## src/rtl/buck_ctrl_pkg.sv

```systemverilog
package buck_ctrl_pkg;

   typedef enum logic [1:0] {
      LVL_LO  = 2'b00,
      LVL_MID = 2'b01,
      LVL_HI  = 2'b10
   } lvl_e;

   typedef enum logic [1:0] {
      DRV_OFF = 2'b00,
      DRV_HI  = 2'b01,
      DRV_LO  = 2'b10
   } drive_e;

   // 2'b11 is folded onto the mid level
   function automatic lvl_e decode_lvl(input logic [1:0] code);
      case (code)
         2'b00:   return LVL_LO;
         2'b10:   return LVL_HI;
         default: return LVL_MID;
      endcase
   endfunction

endpackage

```

## src/rtl/bgc_sync.sv

```systemverilog
module bgc_sync #(
   parameter int unsigned WIDTH  = 1,
   parameter int unsigned STAGES = 2
) (
   input  logic             clk,
   input  logic             rst_n,
   input  logic [WIDTH-1:0] d,
   output logic [WIDTH-1:0] q
);

   logic [STAGES-1:0][WIDTH-1:0] stg;

   always_ff @(posedge clk or negedge rst_n) begin
      if (!rst_n) begin
         stg <= '0;
      end else begin
         stg[0] <= d;
         for (int s = 1; s < STAGES; s++) begin
            stg[s] <= stg[s-1];
         end
      end
   end

   assign q = stg[STAGES-1];

endmodule

```

## src/rtl/bgc_satcnt.sv

```systemverilog
module bgc_satcnt #(
   parameter int unsigned MAX        = 3,
   parameter bit          RST_AT_MAX = 1'b0
) (
   input  logic clk,
   input  logic rst_n,
   input  logic clr,
   output logic at_max
);

   localparam int unsigned CW  = (MAX < 1) ? 1 : $clog2(MAX + 1);
   localparam logic [CW-1:0] LIM = CW'(MAX);

   logic [CW-1:0] cnt;

   always_ff @(posedge clk or negedge rst_n) begin
      if (!rst_n) begin
         cnt <= RST_AT_MAX ? LIM : '0;
      end else if (clr) begin
         cnt <= '0;
      end else if (cnt != LIM) begin
         cnt <= cnt + CW'(1);
      end
   end

   assign at_max = (cnt == LIM);

endmodule

```

## src/rtl/bgc_shaper.sv

```systemverilog
module bgc_shaper
   import buck_ctrl_pkg::*;
#(
   parameter int unsigned MIN_ON_CYC  = 4,
   parameter int unsigned MIN_OFF_CYC = 12
) (
   input  logic   clk,
   input  logic   rst_n,
   input  lvl_e   lvl,
   input  logic   ready,
   output drive_e tgt,
   output logic   lvl_hi
);

   logic hi_ok;
   logic off_ok;
   logic hs_req;

   assign lvl_hi = (lvl == LVL_HI);

   // consecutive cycles at the high level
   bgc_satcnt #(.MAX(MIN_ON_CYC - 1), .RST_AT_MAX(1'b0)) u_hi_cnt (
      .clk    (clk),
      .rst_n  (rst_n),
      .clr    (!lvl_hi),
      .at_max (hi_ok)
   );

   // cycles since the high-side request ended
   bgc_satcnt #(.MAX(MIN_OFF_CYC - 1), .RST_AT_MAX(1'b1)) u_off_cnt (
      .clk    (clk),
      .rst_n  (rst_n),
      .clr    (hs_req),
      .at_max (off_ok)
   );

   always_ff @(posedge clk or negedge rst_n) begin
      if (!rst_n) begin
         hs_req <= 1'b0;
      end else begin
         hs_req <= lvl_hi && (hs_req || (hi_ok && off_ok));
      end
   end

   always_comb begin
      if (!ready) begin
         tgt = DRV_OFF;
      end else if (hs_req) begin
         tgt = DRV_HI;
      end else if (lvl == LVL_LO) begin
         tgt = DRV_LO;
      end else begin
         tgt = DRV_OFF;
      end
   end

endmodule

```

## src/rtl/bgc_deadtime.sv

```systemverilog
module bgc_deadtime
   import buck_ctrl_pkg::*;
#(
   parameter int unsigned DEAD_CYC = 2
) (
   input  logic   clk,
   input  logic   rst_n,
   input  drive_e tgt,
   output logic   hs_on,
   output logic   ls_on
);

   logic idle_ok;

   bgc_satcnt #(.MAX(DEAD_CYC - 1), .RST_AT_MAX(1'b1)) u_idle_cnt (
      .clk    (clk),
      .rst_n  (rst_n),
      .clr    (hs_on || ls_on),
      .at_max (idle_ok)
   );

   always_ff @(posedge clk or negedge rst_n) begin
      if (!rst_n) begin
         hs_on <= 1'b0;
         ls_on <= 1'b0;
      end else begin
         hs_on <= (tgt == DRV_HI) && (hs_on || (!ls_on && idle_ok));
         ls_on <= (tgt == DRV_LO) && (ls_on || (!hs_on && idle_ok));
      end
   end

endmodule

```

## src/rtl/bgc_fault.sv

```systemverilog
module bgc_fault (
   input  logic clk,
   input  logic rst_n,
   input  logic ready,
   input  logic ot,
   input  logic oc,
   input  logic oc_en,
   input  logic lvl_hi,
   input  logic ls_gate,
   output logic fault_q,
   output logic set_evt
);

   logic ls_d;
   logic valley;

   always_ff @(posedge clk or negedge rst_n) begin
      if (!rst_n) begin
         ls_d <= 1'b0;
      end else begin
         ls_d <= ls_gate;
      end
   end

   // low side just released for a new high pulse
   assign valley  = ls_d && !ls_gate && lvl_hi;
   assign set_evt = ot || (valley && oc && oc_en);

   // loss of validity dominates any set condition
   always_ff @(posedge clk or negedge rst_n) begin
      if (!rst_n) begin
         fault_q <= 1'b0;
      end else if (!ready) begin
         fault_q <= 1'b0;
      end else if (set_evt) begin
         fault_q <= 1'b1;
      end
   end

endmodule

```

## src/rtl/buck_gate_ctrl.sv

```systemverilog
module buck_gate_ctrl
   import buck_ctrl_pkg::*;
#(
   parameter int unsigned SYNC_STAGES = 2,
   parameter int unsigned DEAD_CYC    = 2,
   parameter int unsigned MIN_ON_CYC  = 10,
   parameter int unsigned MIN_OFF_CYC = 50
) (
   input  logic       clk,
   input  logic       rst_n,
   input  logic [1:0] pwm_code,
   input  logic       en_ok,
   input  logic       vcc_ok,
   input  logic       ot_flag,
   input  logic       oc_flag,
   input  logic       oc_en,
   output logic       hs_gate,
   output logic       ls_gate,
   output logic       fault
);

   localparam int unsigned NSYNC = 7;

   if (SYNC_STAGES < 2) begin : g_bad_sync
      $error("SYNC_STAGES must be at least 2");
   end
   if (DEAD_CYC < 1) begin : g_bad_dead
      $error("DEAD_CYC must be at least 1");
   end
   if (MIN_ON_CYC < DEAD_CYC) begin : g_bad_on
      $error("MIN_ON_CYC must not be below DEAD_CYC");
   end
   if (MIN_OFF_CYC < 1) begin : g_bad_off
      $error("MIN_OFF_CYC must be at least 1");
   end

   logic [NSYNC-1:0] raw_in;
   logic [NSYNC-1:0] syn;
   logic             ready;
   lvl_e             lvl;
   drive_e           tgt;
   logic             lvl_hi;
   logic             fault_set;

   assign raw_in = {pwm_code, en_ok, vcc_ok, ot_flag, oc_flag, oc_en};

   bgc_sync #(.WIDTH(NSYNC), .STAGES(SYNC_STAGES)) u_sync (
      .clk   (clk),
      .rst_n (rst_n),
      .d     (raw_in),
      .q     (syn)
   );

   assign ready = syn[4] && syn[3];
   assign lvl   = decode_lvl(syn[6:5]);

   bgc_shaper #(.MIN_ON_CYC(MIN_ON_CYC), .MIN_OFF_CYC(MIN_OFF_CYC)) u_shaper (
      .clk    (clk),
      .rst_n  (rst_n),
      .lvl    (lvl),
      .ready  (ready),
      .tgt    (tgt),
      .lvl_hi (lvl_hi)
   );

   bgc_deadtime #(.DEAD_CYC(DEAD_CYC)) u_dead (
      .clk   (clk),
      .rst_n (rst_n),
      .tgt   (tgt),
      .hs_on (hs_gate),
      .ls_on (ls_gate)
   );

   bgc_fault u_fault (
      .clk     (clk),
      .rst_n   (rst_n),
      .ready   (ready),
      .ot      (syn[2]),
      .oc      (syn[1]),
      .oc_en   (syn[0]),
      .lvl_hi  (lvl_hi),
      .ls_gate (ls_gate),
      .fault_q (fault),
      .set_evt (fault_set)
   );

endmodule

```

## config.mk

```make
export PLATFORM = sky130hd
export DESIGN_NAME = buck_gate_ctrl
export DESIGN_NICKNAME = d
export VERILOG_FILES = /design/src/rtl/buck_ctrl_pkg.sv /design/src/rtl/bgc_sync.sv /design/src/rtl/bgc_satcnt.sv /design/src/rtl/bgc_shaper.sv /design/src/rtl/bgc_deadtime.sv /design/src/rtl/bgc_fault.sv /design/src/rtl/buck_gate_ctrl.sv
export SDC_FILE = /design/constraint.sdc
export NUM_CORES = 1
export LEC_CHECK = 0
export ABC_CLOCK_PERIOD_IN_PS = 2100
export BUFFER_PORTS_ARGS = -buffer_cell sky130_fd_sc_hd__buf_2
export CAP_MARGIN = 15
export CORE_MARGIN = 4
export CORE_UTILIZATION = 45
export CTS_CLUSTER_DIAMETER = 30
export DETAILED_ROUTE_END_ITERATION = 8
export GPL_TIMING_DRIVEN = 0
export SYNTH_ARGS = -nofsm -noshare
export SYNTH_HDL_FRONTEND = slang
export SYNTH_SLANG_ARGS = --single-unit
```

## constraint.sdc

```tcl
create_clock -name clk -period 2.1 [get_ports clk]
set_clock_uncertainty 0.2 [all_clocks]
set_input_delay 0.21 -clock clk [delete_from_list [all_inputs] [get_ports clk]]
set_output_delay 0.21 -clock clk [all_outputs]
set_load 0.02 [all_outputs]
```

# Word-level counts from Yosys, hierarchy flattened
# Cells that the tools add are included.
# Widths: inputs -> output; s select.
# totals
in_bits,9
wordCells,56
regBits,30
# op_classes
reduce_logical,21
eq_ne,10
addsub,3
mux,12
# ops
op,n
$mux 6,2
$logic_and 1x1->1,11
$mux 4,2
$add 6x1->6 const B,1
$eq 2x2->1 const B,3
$eq 6x6->1 const B,1
$mux 2,3
$ne 6x6->1 const B,1
$logic_or 1x1->1,5
$add 4x1->4 const B,1
$eq 4x4->1 const B,1
$logic_not 2->1,2
$mux 1,4
$ne 2x2->1 const B,2
$ne 4x4->1 const B,1
$pmux 2 s2,1
$eq 2x1->1 const B,1
$logic_not 1->1,2
$reduce_bool 2->1,1
$add 1x1->1 const B,1

# Logic depth before layout (Yosys ltp)
# Gate-level depths: netlist of the first run.
# depth
ltp_word,9
depth_mapped,5

# Modules after synthesis
# Synthesis of the first run repeated with hierarchy kept, for this count alone.
# hier_totals
cells_unflattened,103
area_unflattened_um2,1295.0
# by_module_without_submodules
module,cells_each,area_each_um2,n_inst
bgc_sync,21,402.9,1
bgc_satcnt at u_shaper.u_off_cnt,31,357.8,1
bgc_satcnt at u_shaper.u_hi_cnt,20,216.5,1
bgc_deadtime,11,102.6,1
bgc_fault,8,96.3,1
bgc_shaper,7,72.6,1
bgc_satcnt at u_dead.u_idle_cnt,2,30.0,1
buck_gate_ctrl,3,16.3,1

# Worst setup path before layout of the first run
# Ideal clock, no wire load.
# synth_timing
path_kind,flip-flop to flip-flop
from,reg u_shaper.u_off_cnt.cnt[0]
to,reg u_shaper.hs_req
required_time_ps,1822
path_stages_with_launch,5
slack_ps,496
period_less_slack_ps,1604
path_buffers,0
arrival_time_ps,1326
cell_sequence,dfstp_2 ha_1 nand4b_4 or3_1 a21oi_1
# synth_between
elab_chain_len,4
# synth_lines
element,line,source
start: declaration,bgc_satcnt.sv:14,logic [CW-1:0] cnt;
start signal: assignment,bgc_satcnt.sv:18,cnt <= RST_AT_MAX ? LIM : '0;
start signal: assignment,bgc_satcnt.sv:22,cnt <= cnt + CW'(1);
$eq 6x6->1,bgc_satcnt.sv:26,assign at_max = (cnt == LIM);
$logic_and 1x1->1,bgc_shaper.sv:41,hs_req <= lvl_hi && (hs_req || (hi_ok && off_ok));
$logic_or 1x1->1,bgc_shaper.sv:41,
$logic_and 1x1->1,bgc_shaper.sv:41,
end signal: assignment,bgc_shaper.sv:41,
end: declaration,bgc_shaper.sv:17,logic hs_req;
# No other way between the ends.
# A chain may end at the register's enable or synchronous reset.

# Worst setup path in the final report of the first run
# Same ends and word-level chain as after synthesis.

==> results.txt, run 1 <==
Hold WC Path Type -> reg2reg
I/O pins -> 12
# diodes -> 0
RSZ-0062 raised after global routing -> false
Mux contribution to synthesized area -> 0
Clock tree buffer depth -> 2
Placed Cells -> 123
Worst Tran Pin Value -> 627 ps
CP max FO -> 6
Synth Area in Simple Gates -> 0.158
Int Pwr -> 1.02 mW
Die width -> 57.7 um
Total global routing overflow -> 0
Cell Rows -> 17
Layout Area Growth over Synthesis -> 25.4%
Initial antenna violation count -> 0
Max Cap Viol -> 0
Routed wire per std cell -> 12.2 um
Synth Area in Compound Gates -> 0.0665
Reg-to-reg endpoint -> u_shaper.hs_req
FMAX -> 589 MHz
Min cycle time layout -> 1700 ps
Critical path startpoint -> u_shaper.u_off_cnt.cnt[0]
Largest net degree at the start of global routing -> 31
Final GP Congestion -> 0.762
Clock Tree Root -> clkbuf_4
Starting Density -> 0.488
Total die area -> 3320 um^2
Most frequent cells in the layout -> dfrtp_1 (26), buf_2 (11), nor2_1 (8), dlygate4sd3_1 (8)
Drt pass-1 iters -> 4
Setup TNS -> 0 ps
Maximum vdd ir drop -> 0.000723 V
Worst EP required -> 2150 ps
NetSw -> 0.222 mW
Sequential area share after synthesis -> 0.681
Mapped cell area -> 1110 um^2
Clock power share -> 0.480
Power density over cell area -> 892 nW/um^2
Final setup viols -> 0
Critical Path Sink Type -> flop
Die Ht -> 57.7 um
Number of global-route vias before repair -> 684
Critical R2R Launch -> u_shaper.u_off_cnt.cnt[0]
CORE AREA -> 2280 um^2
Slew Viols, Final -> 0
Post-synthesis xor/xnor area fraction -> 0.0316
Final count of hold timing violations -> 0
Status -> completed
Rel. slew slack -> 0.582
Ys Warns -> 0
DP HPWL -> 1.08 mm
Commonest non-fill, non-tap cell in the layout -> dfrtp_1
Final WS setup -> 402 ps
H-tree Lvls -> 2
Ranking of synthesized cells by area -> dfrtp_1 (59%), dfstp_2 (9.5%), ha_1 (4.5%), nor2_1 (2.7%), xor2_1 (2.4%)
Distinct cells, synth -> 25
R2R depth -> 4
Critical path class -> reg2reg
Vias per cell -> 5.04
CTS tree -> done
Pre-CTS setup slack -> 415 ps
Leakage -> 0.635 nW
Logic pwr share -> 0.034
Seq cells post-synth -> 30
Post-Syn Nets -> 97
Switching part of the total -> 0.179
Mapped Cells -> 84
Critical path launch point type -> flop
R2r setup slk -> 400 ps
Post-Synth Adder-Cell Area -> 0.0451
# nets final -> 123
Post-route insts no fill -> 139
Largest family of logic cells by synthesized area -> simple AND/OR/NAND/NOR gates
Overall Global Routing Usage -> 0.127
DRC viols -> 0
Input/output buffers -> 11
Share of cells above drive strength 1 -> 0.234
Worst setup path end -> u_shaper.hs_req
Post-synth top area share -> 0.586
Via count -> 701
CTS clock-pin slew for the worst setup and hold paths -> 90 ps
Clock Sinks -> 30
Critical path arrival -> 1750 ps
WL final -> 1.70 mm
Fin crit share -> 0.808
Initial DRC Count -> 12
Post-route ant nets -> 0
First-pass GRT wire length -> 3.00 mm
Worst-skew pair later-pin latency -> 330 ps
Leading area contributor after synthesis -> dfrtp_1
Syn_area_per_cell -> 13.2 um^2
Flop pwr share -> 0.486
Total CTS buffers -> 5
[Yosys cell counts (all sizes together)]
library cell,instances
a211oi,1
a21oi,5
clkbuf,1
dfrtp,26
dfstp,4
ha,4
inv,4
nand2,4
nand2b,4
nand3,3
nand3b,3
nand4b,2
nor2,8
nor3,3
nor4,1
o21a,1
o21ai,1
o21bai,1
o311a,2
or3,1
or4,1
xnor2,1
xor2,3
[critical path: stages (launching register included)]
cell,delay (ps)
dfstp_2,580
ha_1,210
nand4b_4,140
or3_1,360
a21oi_1,140
[repair_timing]
item	CTS	global route
endpoints found under the hold margin	33	0
hold buffers	8	0
resized for setup	0	0
buffers inserted	0	0
[stage by stage]
step	util	cell area, um^2	total power [mW]	hold slack, ps
finish	0.611	1390	1.24	150
global route	0.611	1390	1.30	166
CTS	0.611	1390	1.26	158
detailed placement	0.527	1200	0.646	64.3
global placement	0.527	1200	0.645	67.3
floorplan	-	1110	0.623	-286
[worst min-delay path by stage]
stage	startpoint	end	slack [ps]	cells past startpoint
5_1_grt	u_sync.stg[0]	u_sync.q[0]	170	0
6_report	u_sync.stg[3]	u_sync.q[3]	150	0
3_3_place_gp	rst_n	u_fault.ls_d	70	1
2_1_floorplan	rst_n	u_dead.hs_on	-290	0
3_5_place_dp	rst_n	u_fault.ls_d	60	1
4_1_cts	u_sync.stg[3]	u_sync.q[3]	160	0
[logic make-up after synthesis]
kind of cell	count (synthesis)
buf+inv	5
fa+ha+maj	4
xor+xnor	4
compound gates	11
flops	30
simple gates	30
[layer usage]
| layer | up-vias | track usage | wire length (um) |
|---|---|---|---|
| li1 | 340 | - | - |
| met1 | 342 | 0.144 | 774 |
| met2 | 15 | 0.179 | 777 |
| met3 | 4 | 0.0735 | 94 |
| met4 | 0 | 0.0894 | 49 |
| met5 | - | 0 | 0 |
[power by group through the flow]
stage	Sequential [mW]	Clock, mW	Combinational [mW]
after floorplan	0.615	0	0.00876
after global placement	0.614	0	0.0313
after detailed placement	0.615	0	0.0317
after CTS	0.603	0.614	0.0429
after global routing	0.605	0.648	0.0488
final	0.603	0.597	0.0419
[registers in the layout (all words and copies together), names as in the netlist]
name and cells:
u_shaper.u_off_cnt.cnt 6, u_dead.hs_on 1, u_fault.ls_d 1, u_shaper.u_hi_cnt.cnt 4, u_dead.ls_on 1, u_fault.fault_q 1
u_dead.u_idle_cnt.at_max 1, u_sync.stg 7, u_sync.q 7, u_shaper.hs_req 1
[cell type report]
type                            instances  area [um^2]
Buffer                                  1         5.00
Multi-Input combinational cell         49          334
Clock buffer                            6         51.3
Tap cell                               28         35.0
Inverter                                4         15.0
Timing Repair Buffer                   19          135
Clock inverter                          2         60.1
Sequential cell                        30          756
Fill cell                             164          885
Power figures use the tool's default switching activity.
==> run 2, diff against run 1 <==
--- a/config.mk
+++ b/config.mk
@@ -5,7 +5,8 @@
 export SDC_FILE = /design/constraint.sdc
 export NUM_CORES = 1
 export LEC_CHECK = 0
-export ABC_CLOCK_PERIOD_IN_PS = 2100
+export ABC_AREA = 1
+export ABC_CLOCK_PERIOD_IN_PS = 1400
 export BUFFER_PORTS_ARGS = -buffer_cell sky130_fd_sc_hd__buf_2
 export CAP_MARGIN = 15
 export CORE_MARGIN = 4
@@ -13,6 +14,7 @@
 export CTS_CLUSTER_DIAMETER = 30
 export DETAILED_ROUTE_END_ITERATION = 8
 export GPL_TIMING_DRIVEN = 0
+export PLACE_DENSITY = 0.66
 export SYNTH_ARGS = -nofsm -noshare
 export SYNTH_HDL_FRONTEND = slang
 export SYNTH_SLANG_ARGS = --single-unit
==> constraint.sdc (replaced) <==
create_clock -name clk -period 1.4 [get_ports clk]
set_clock_uncertainty 0.2 [all_clocks]
set_input_delay 0.14 -clock clk [delete_from_list [all_inputs] [get_ports clk]]
set_output_delay 0.14 -clock clk [all_outputs]
set_load 0.02 [all_outputs]
==> run 2 against run 1 <==
Compared with the run above: the run now ends with negative setup slack left; via count rose by 11%; synthesized cell count grew 23%; final cell count rose by 19%; worst setup slack got worse by 450 ps; fmax is 17% higher; non-clock buffer count up 7; first-iteration DRC count grew to 2.8 times the previous value; flip-flop and latch count unchanged; core utilization rose by 5.7 points; clock power rose by 48%; critical path depth increased by 2; critical path type unchanged; critical endpoint is now u_shaper.u_off_cnt.cnt[1]; largest cell class unchanged; largest power group unchanged.
==> results.txt, run 2 <==
Status -> complete, but fails checks
Failing checks -> negative setup slack
Reg-to-reg endpoint -> u_shaper.u_off_cnt.cnt[1]
Seq cells post-synth -> 30
Power density over cell area -> 1200 nW/um^2
Leakage -> 0.760 nW
Die width -> 58.4 um
Worst Tran Pin Value -> 621 ps
CORE AREA -> 2320 um^2
FMAX -> 691 MHz
Number of global-route vias before repair -> 787
Dominant synthesized flop cell -> dfrtp_1
Final Cell Area -> 1550 um^2
Die Ht -> 58.4 um
Final GP Congestion -> 0.769
Power, Total -> 1.86 mW
CTS clock-pin slew for the worst setup and hold paths -> 90 ps
Largest net degree at the start of global routing -> 31
Post-route ant nets -> 0
Final setup viols -> 4
Fin crit share -> 1.03
Final WS setup -> -47.4 ps
Final count of hold timing violations -> 0
Clock Sinks -> 30
CP max FO -> 3
# diodes -> 0
Starting Density -> 0.492
Overall Global Routing Usage -> 0.135
H-tree Lvls -> 2
Post-synth top area share -> 0.570
Synth cell count leaders -> dfrtp_1 (26), nand2_1 (17), inv_1 (14)
Clock Tree Root -> clkbuf_4
Synth Area in Simple Gates -> 0.189
R2r setup slk -> -50 ps
Layout Area Growth over Synthesis -> 35.9%
Min cycle time layout -> 1450 ps
Most frequent cell after synthesis -> dfrtp_1
Critical path arrival -> 1510 ps
DP HPWL -> 1.20 mm
Hold WC Path Type -> reg2reg
CP Depth -> 6
Share of cells above drive strength 1 -> 0.304
Syn_area_per_cell -> 11.1 um^2
Post-route insts no fill -> 166
Ranking of synthesized cells by area -> dfrtp_1 (57%), dfstp_2 (9.2%), nand2_1 (5.6%), inv_1 (4.6%), ha_1 (4.4%)
Max Cap Viol -> 0
Distinct cells, synth -> 18
# nets final -> 150
WL final -> 1.86 mm
Most frequent cells in the layout -> dfrtp_1 (25), nand2_1 (15), inv_1 (13)
Ys Warns -> 0
Post-synth ARST share -> 1.00
First-pass GRT wire length -> 3.36 mm
Maximum vdd ir drop -> 0.00113 V
Post-synthesis xor/xnor area fraction -> 0.0307
Placed Cells -> 142
Worst-path cell chain -> ha_4, nand2_4, nor2_4, buf_4, nand4_1, nand2_1
Initial antenna violation count -> 0
Post-Syn Nets -> 116
Worst path slowest cell -> dfstp_2
EDFF count, synth -> 0
RSZ-0062 raised after global routing -> true
Hold Worst Slack -> 151 ps
Worst-skew pair later-pin latency -> 320 ps
Via count -> 780
CP top delay family -> flip-flops
Total CTS buffers -> 5
Critical path launch point type -> flop
Input/output buffers -> 11
Initial DRC Count -> 33
Final core utilization -> 0.669
Crit path buf inv count -> 1
I/O pins -> 12
Total global routing overflow -> 0
R2R depth -> 6
Mux contribution to synthesized area -> 0
Filler Cell Count -> 180
Sequential area share after synthesis -> 0.662
Mapped Cells -> 103
Rel. slew slack -> 0.586
Critical R2R Launch -> u_shaper.u_off_cnt.cnt[0]
Slew Viols, Final -> 0
Largest family of logic cells by synthesized area -> simple AND/OR/NAND/NOR gates
Routed wire per std cell -> 11.2 um
Synth Area in Compound Gates -> 0.0285
Drt pass-1 iters -> 4
Cell Rows -> 17
Mapped cell area -> 1140 um^2
CP max stage delay -> 580 ps
Leading area contributor after synthesis -> dfrtp_1
Commonest non-fill, non-tap cell in the layout -> dfrtp_1
Placed Area -> 1230 um^2
Total die area -> 3410 um^2
Critical path class -> reg2reg
Critical path startpoint -> u_shaper.u_off_cnt.cnt[0]
Clock tree buffer depth -> 2
Post-Synth Adder-Cell Area -> 0.0439
CTS tree -> done
Worst EP required -> 1460 ps
Worst setup path end -> u_shaper.u_off_cnt.cnt[1]
Critical Path Sink Type -> flop
Vias per cell -> 4.70
DRC viols -> 0
run 2: cell type report:
| type | count | area (um^2) | area share |
|---|---|---|---|
| flip-flops and latches | 30 | 757 | 0.488 |
| multi-input cells | 59 | 395 | 0.255 |
| repair buffers | 27 | 199 | 0.128 |
| clock inverters | 2 | 60.1 | 0.0387 |
| inverters | 14 | 52.6 | 0.0339 |
| clock buffers | 6 | 51.3 | 0.0331 |
| well taps | 28 | 35.0 | 0.0226 |
run 2: routing by layer:
metal  GRT usage  wire length (um)  vias up
met1       0.152               803      371
met5           0                 0        -
met4      0.0695                25        0
met2       0.215               962       12
li1            -                 -      394
met3      0.0592                68        3
run 2: worst min path at each step:
stage / start / to / slack [ps] / cells past startpoint
6_report: u_sync.stg[6] / u_sync.q[6] / 150 / 0
3_5_place_dp: rst_n / u_sync.stg[3] / -0.09 / 1
2_1_floorplan: rst_n / u_dead.hs_on / -360 / 0
3_3_place_gp: rst_n / u_sync.stg[3] / -10 / 1
4_1_cts: u_sync.stg[6] / u_sync.q[6] / 160 / 0
5_1_grt: u_sync.stg[6] / u_sync.q[6] / 170 / 0
run 2: cell families after synthesis:
family	after synthesis
XOR/XNOR	4
AND/OR/NAND/NOR	45
flip-flops	30
buffers and inverters	14
AO/OA/AOI/OAI	6
adder cells (fa/ha/maj)	4
run 2: report_power, final:
group / internal, mW / leakage, nW / switching (mW)
clock network: 0.605 / 0.0585 / 0.280
logic: 0.0368 / 0.333 / 0.0370
registers: 0.893 / 0.369 / 0.0113
run 2: metrics by stage:
stage               worst slack (ps)  TNS [ps]
CTS                            -53.1      -152
floorplan                       14.0         0
global route                    -116      -618
detailed placement              -129      -371
global placement               -75.3      -196
finish                         -47.4      -118
run 2: what timing repair did:
action	4_1_cts	5_1_grt
buffers inserted	2	6
setup endpoints to repair	5	9
gates resized for setup	10	6
pin swaps	4	5
hold buffers	8	0
hold endpoints to repair	33	0
==> run 3, diff against run 2 <==
==> constraint.sdc (replaced) <==
create_clock -name clk -period 1.4 [get_ports clk]
set_clock_uncertainty 0.2 [all_clocks]
set_input_delay 0.14 -clock clk [delete_from_list [all_inputs] [get_ports clk]]
set_output_delay 0.14 -clock clk [all_outputs]
set_load 0.05 [all_outputs]
==> run 3 against run 2 <==
Compared with the run above: the run still ends with negative setup slack left; critical path depth unchanged; non-clock buffer count stayed put; largest cell class unchanged; fmax is essentially flat; sequential power hardly changed; core utilization grew 0.27 points; routed wire length shrank 0.65%.
==> results.txt, run 3 (synthesis results as in run 2) <==
DRC viols -> 0
Routed wire per std cell -> 11.1 um
WL final -> 1.85 mm
Critical path launch point type -> flop
Commonest non-fill, non-tap cell in the layout -> dfrtp_1
Total global routing overflow -> 0
Worst-path cell chain -> ha_4, nand2_4, nor2_4, buf_4, nand4_1, nand2_1
Rel. slew slack -> 0.587
Critical path arrival -> 1510 ps
Placed Cells -> 142
I/O pins -> 12
Post-route ant nets -> 0
CP max FO -> 3
Placed Area -> 1230 um^2
Starting Density -> 0.492
# diodes -> 0
DP HPWL -> 1.20 mm
Layout Area Growth over Synthesis -> 36.4%
Failing checks -> negative setup slack
Initial antenna violation count -> 0
RSZ-0062 raised after global routing -> true
Worst-skew pair later-pin latency -> 320 ps
Maximum vdd ir drop -> 0.00113 V
Share of cells above drive strength 1 -> 0.312
Initial DRC Count -> 34
First-pass GRT wire length -> 3.37 mm
Largest net degree at the start of global routing -> 31
Die Ht -> 58.4 um
Final WS setup -> -46.2 ps
Clock tree buffer depth -> 2
H-tree Lvls -> 2
Clock Sinks -> 30
CTS clock-pin slew for the worst setup and hold paths -> 90 ps
FMAX -> 691 MHz
Final GP Congestion -> 0.769
Worst path slowest cell -> dfstp_2
Slew Viols, Final -> 0
Worst Tran Pin Value -> 619 ps
Crit path buf inv count -> 1
# nets final -> 150
Final setup viols -> 4
CP max stage delay -> 580 ps
Hold WC Path Type -> reg2reg
Input/output buffers -> 11
Worst EP required -> 1460 ps
Vias per cell -> 4.74
Final core utilization -> 0.671
Most frequent cells in the layout -> dfrtp_1 (24), nand2_1 (15), inv_1 (13)
Setup TNS -> -114 ps
Overall Global Routing Usage -> 0.135
Status -> complete, but fails checks
Drt pass-1 iters -> 6
CTS tree -> done
Critical Path Sink Type -> flop
Power density over cell area -> 1200 nW/um^2
Fin crit share -> 1.03
Filler Cell Count -> 180
Total die area -> 3410 um^2
Final Cell Area -> 1560 um^2
CORE AREA -> 2320 um^2
Critical path class -> reg2reg
Number of global-route vias before repair -> 791
Total CTS buffers -> 5
Clock Tree Root -> clkbuf_4
Min cycle time layout -> 1450 ps
Post-route insts no fill -> 166
Cell Rows -> 17
Leakage -> 0.758 nW
Via count -> 787
CP top delay family -> flip-flops
Die width -> 58.4 um
Max Cap Viol -> 0
Final count of hold timing violations -> 0
-- run 3: final cells by class --
class | instances | area (um^2) | area share
clock buffer | 6 | 51.3 | 0.0330
clock inverter | 2 | 60.1 | 0.0386
inverter | 14 | 52.6 | 0.0338
multi-input combinational | 59 | 395 | 0.254
sequential | 30 | 758 | 0.487
tap | 28 | 35.0 | 0.0225
timing repair buffer | 27 | 204 | 0.131
-- run 3: path summary, 6_finish.rpt --
path / from / to / slack (ps) / cells past startpoint
max in group asynchronous: rst_n / u_dead.ls_on / 400 / 2
max: u_shaper.u_off_cnt.cnt[0] / u_shaper.u_off_cnt.cnt[1] / -50 / 6
max reg2reg: u_shaper.u_off_cnt.cnt[0] / u_shaper.u_off_cnt.cnt[1] / -50 / 6
min reg2reg: u_sync.stg[6] / u_sync.q[6] / 150 / 0
min: u_sync.stg[6] / u_sync.q[6] / 150 / 0
min in group asynchronous: rst_n / u_fault.fault_q / 160 / 2
-- run 3: repair_timing --
action                     CTS  global route
pin swaps                    4             5
hold buffers                 8             0
setup endpoints to repair    6            11
hold endpoints to repair    33             0
resized for setup           11             8
buffers inserted             2             6
-- run 3: power by group --
part | internal, mW | leakage (nW) | switching [mW]
logic | 0.0372 | 0.332 | 0.0419
registers | 0.893 | 0.367 | 0.0114
clock network | 0.605 | 0.0585 | 0.278
total | 1.54 | 0.758 | 0.331
-- run 3: routing by layer --
layer	GRT usage	vias to the layer above	share of wire
met3	0.0592	3	0.040
met1	0.152	376	0.42
met5	0	-	0
met2	0.217	14	0.53
met4	0.0695	0	0.014
li1	-	394	-
-- run 3: through the flow --
stage | setup WS (ps) | hold slack [ps] | power [mW]
5_1_grt | -116 | 166 | 1.97
2_1_floorplan | 14.0 | -356 | 0.944
3_5_place_dp | -129 | -0.0940 | 0.980
6_report | -46.2 | 151 | 1.87
3_3_place_gp | -75.3 | -13.5 | 0.976
4_1_cts | -53.1 | 156 | 1.90
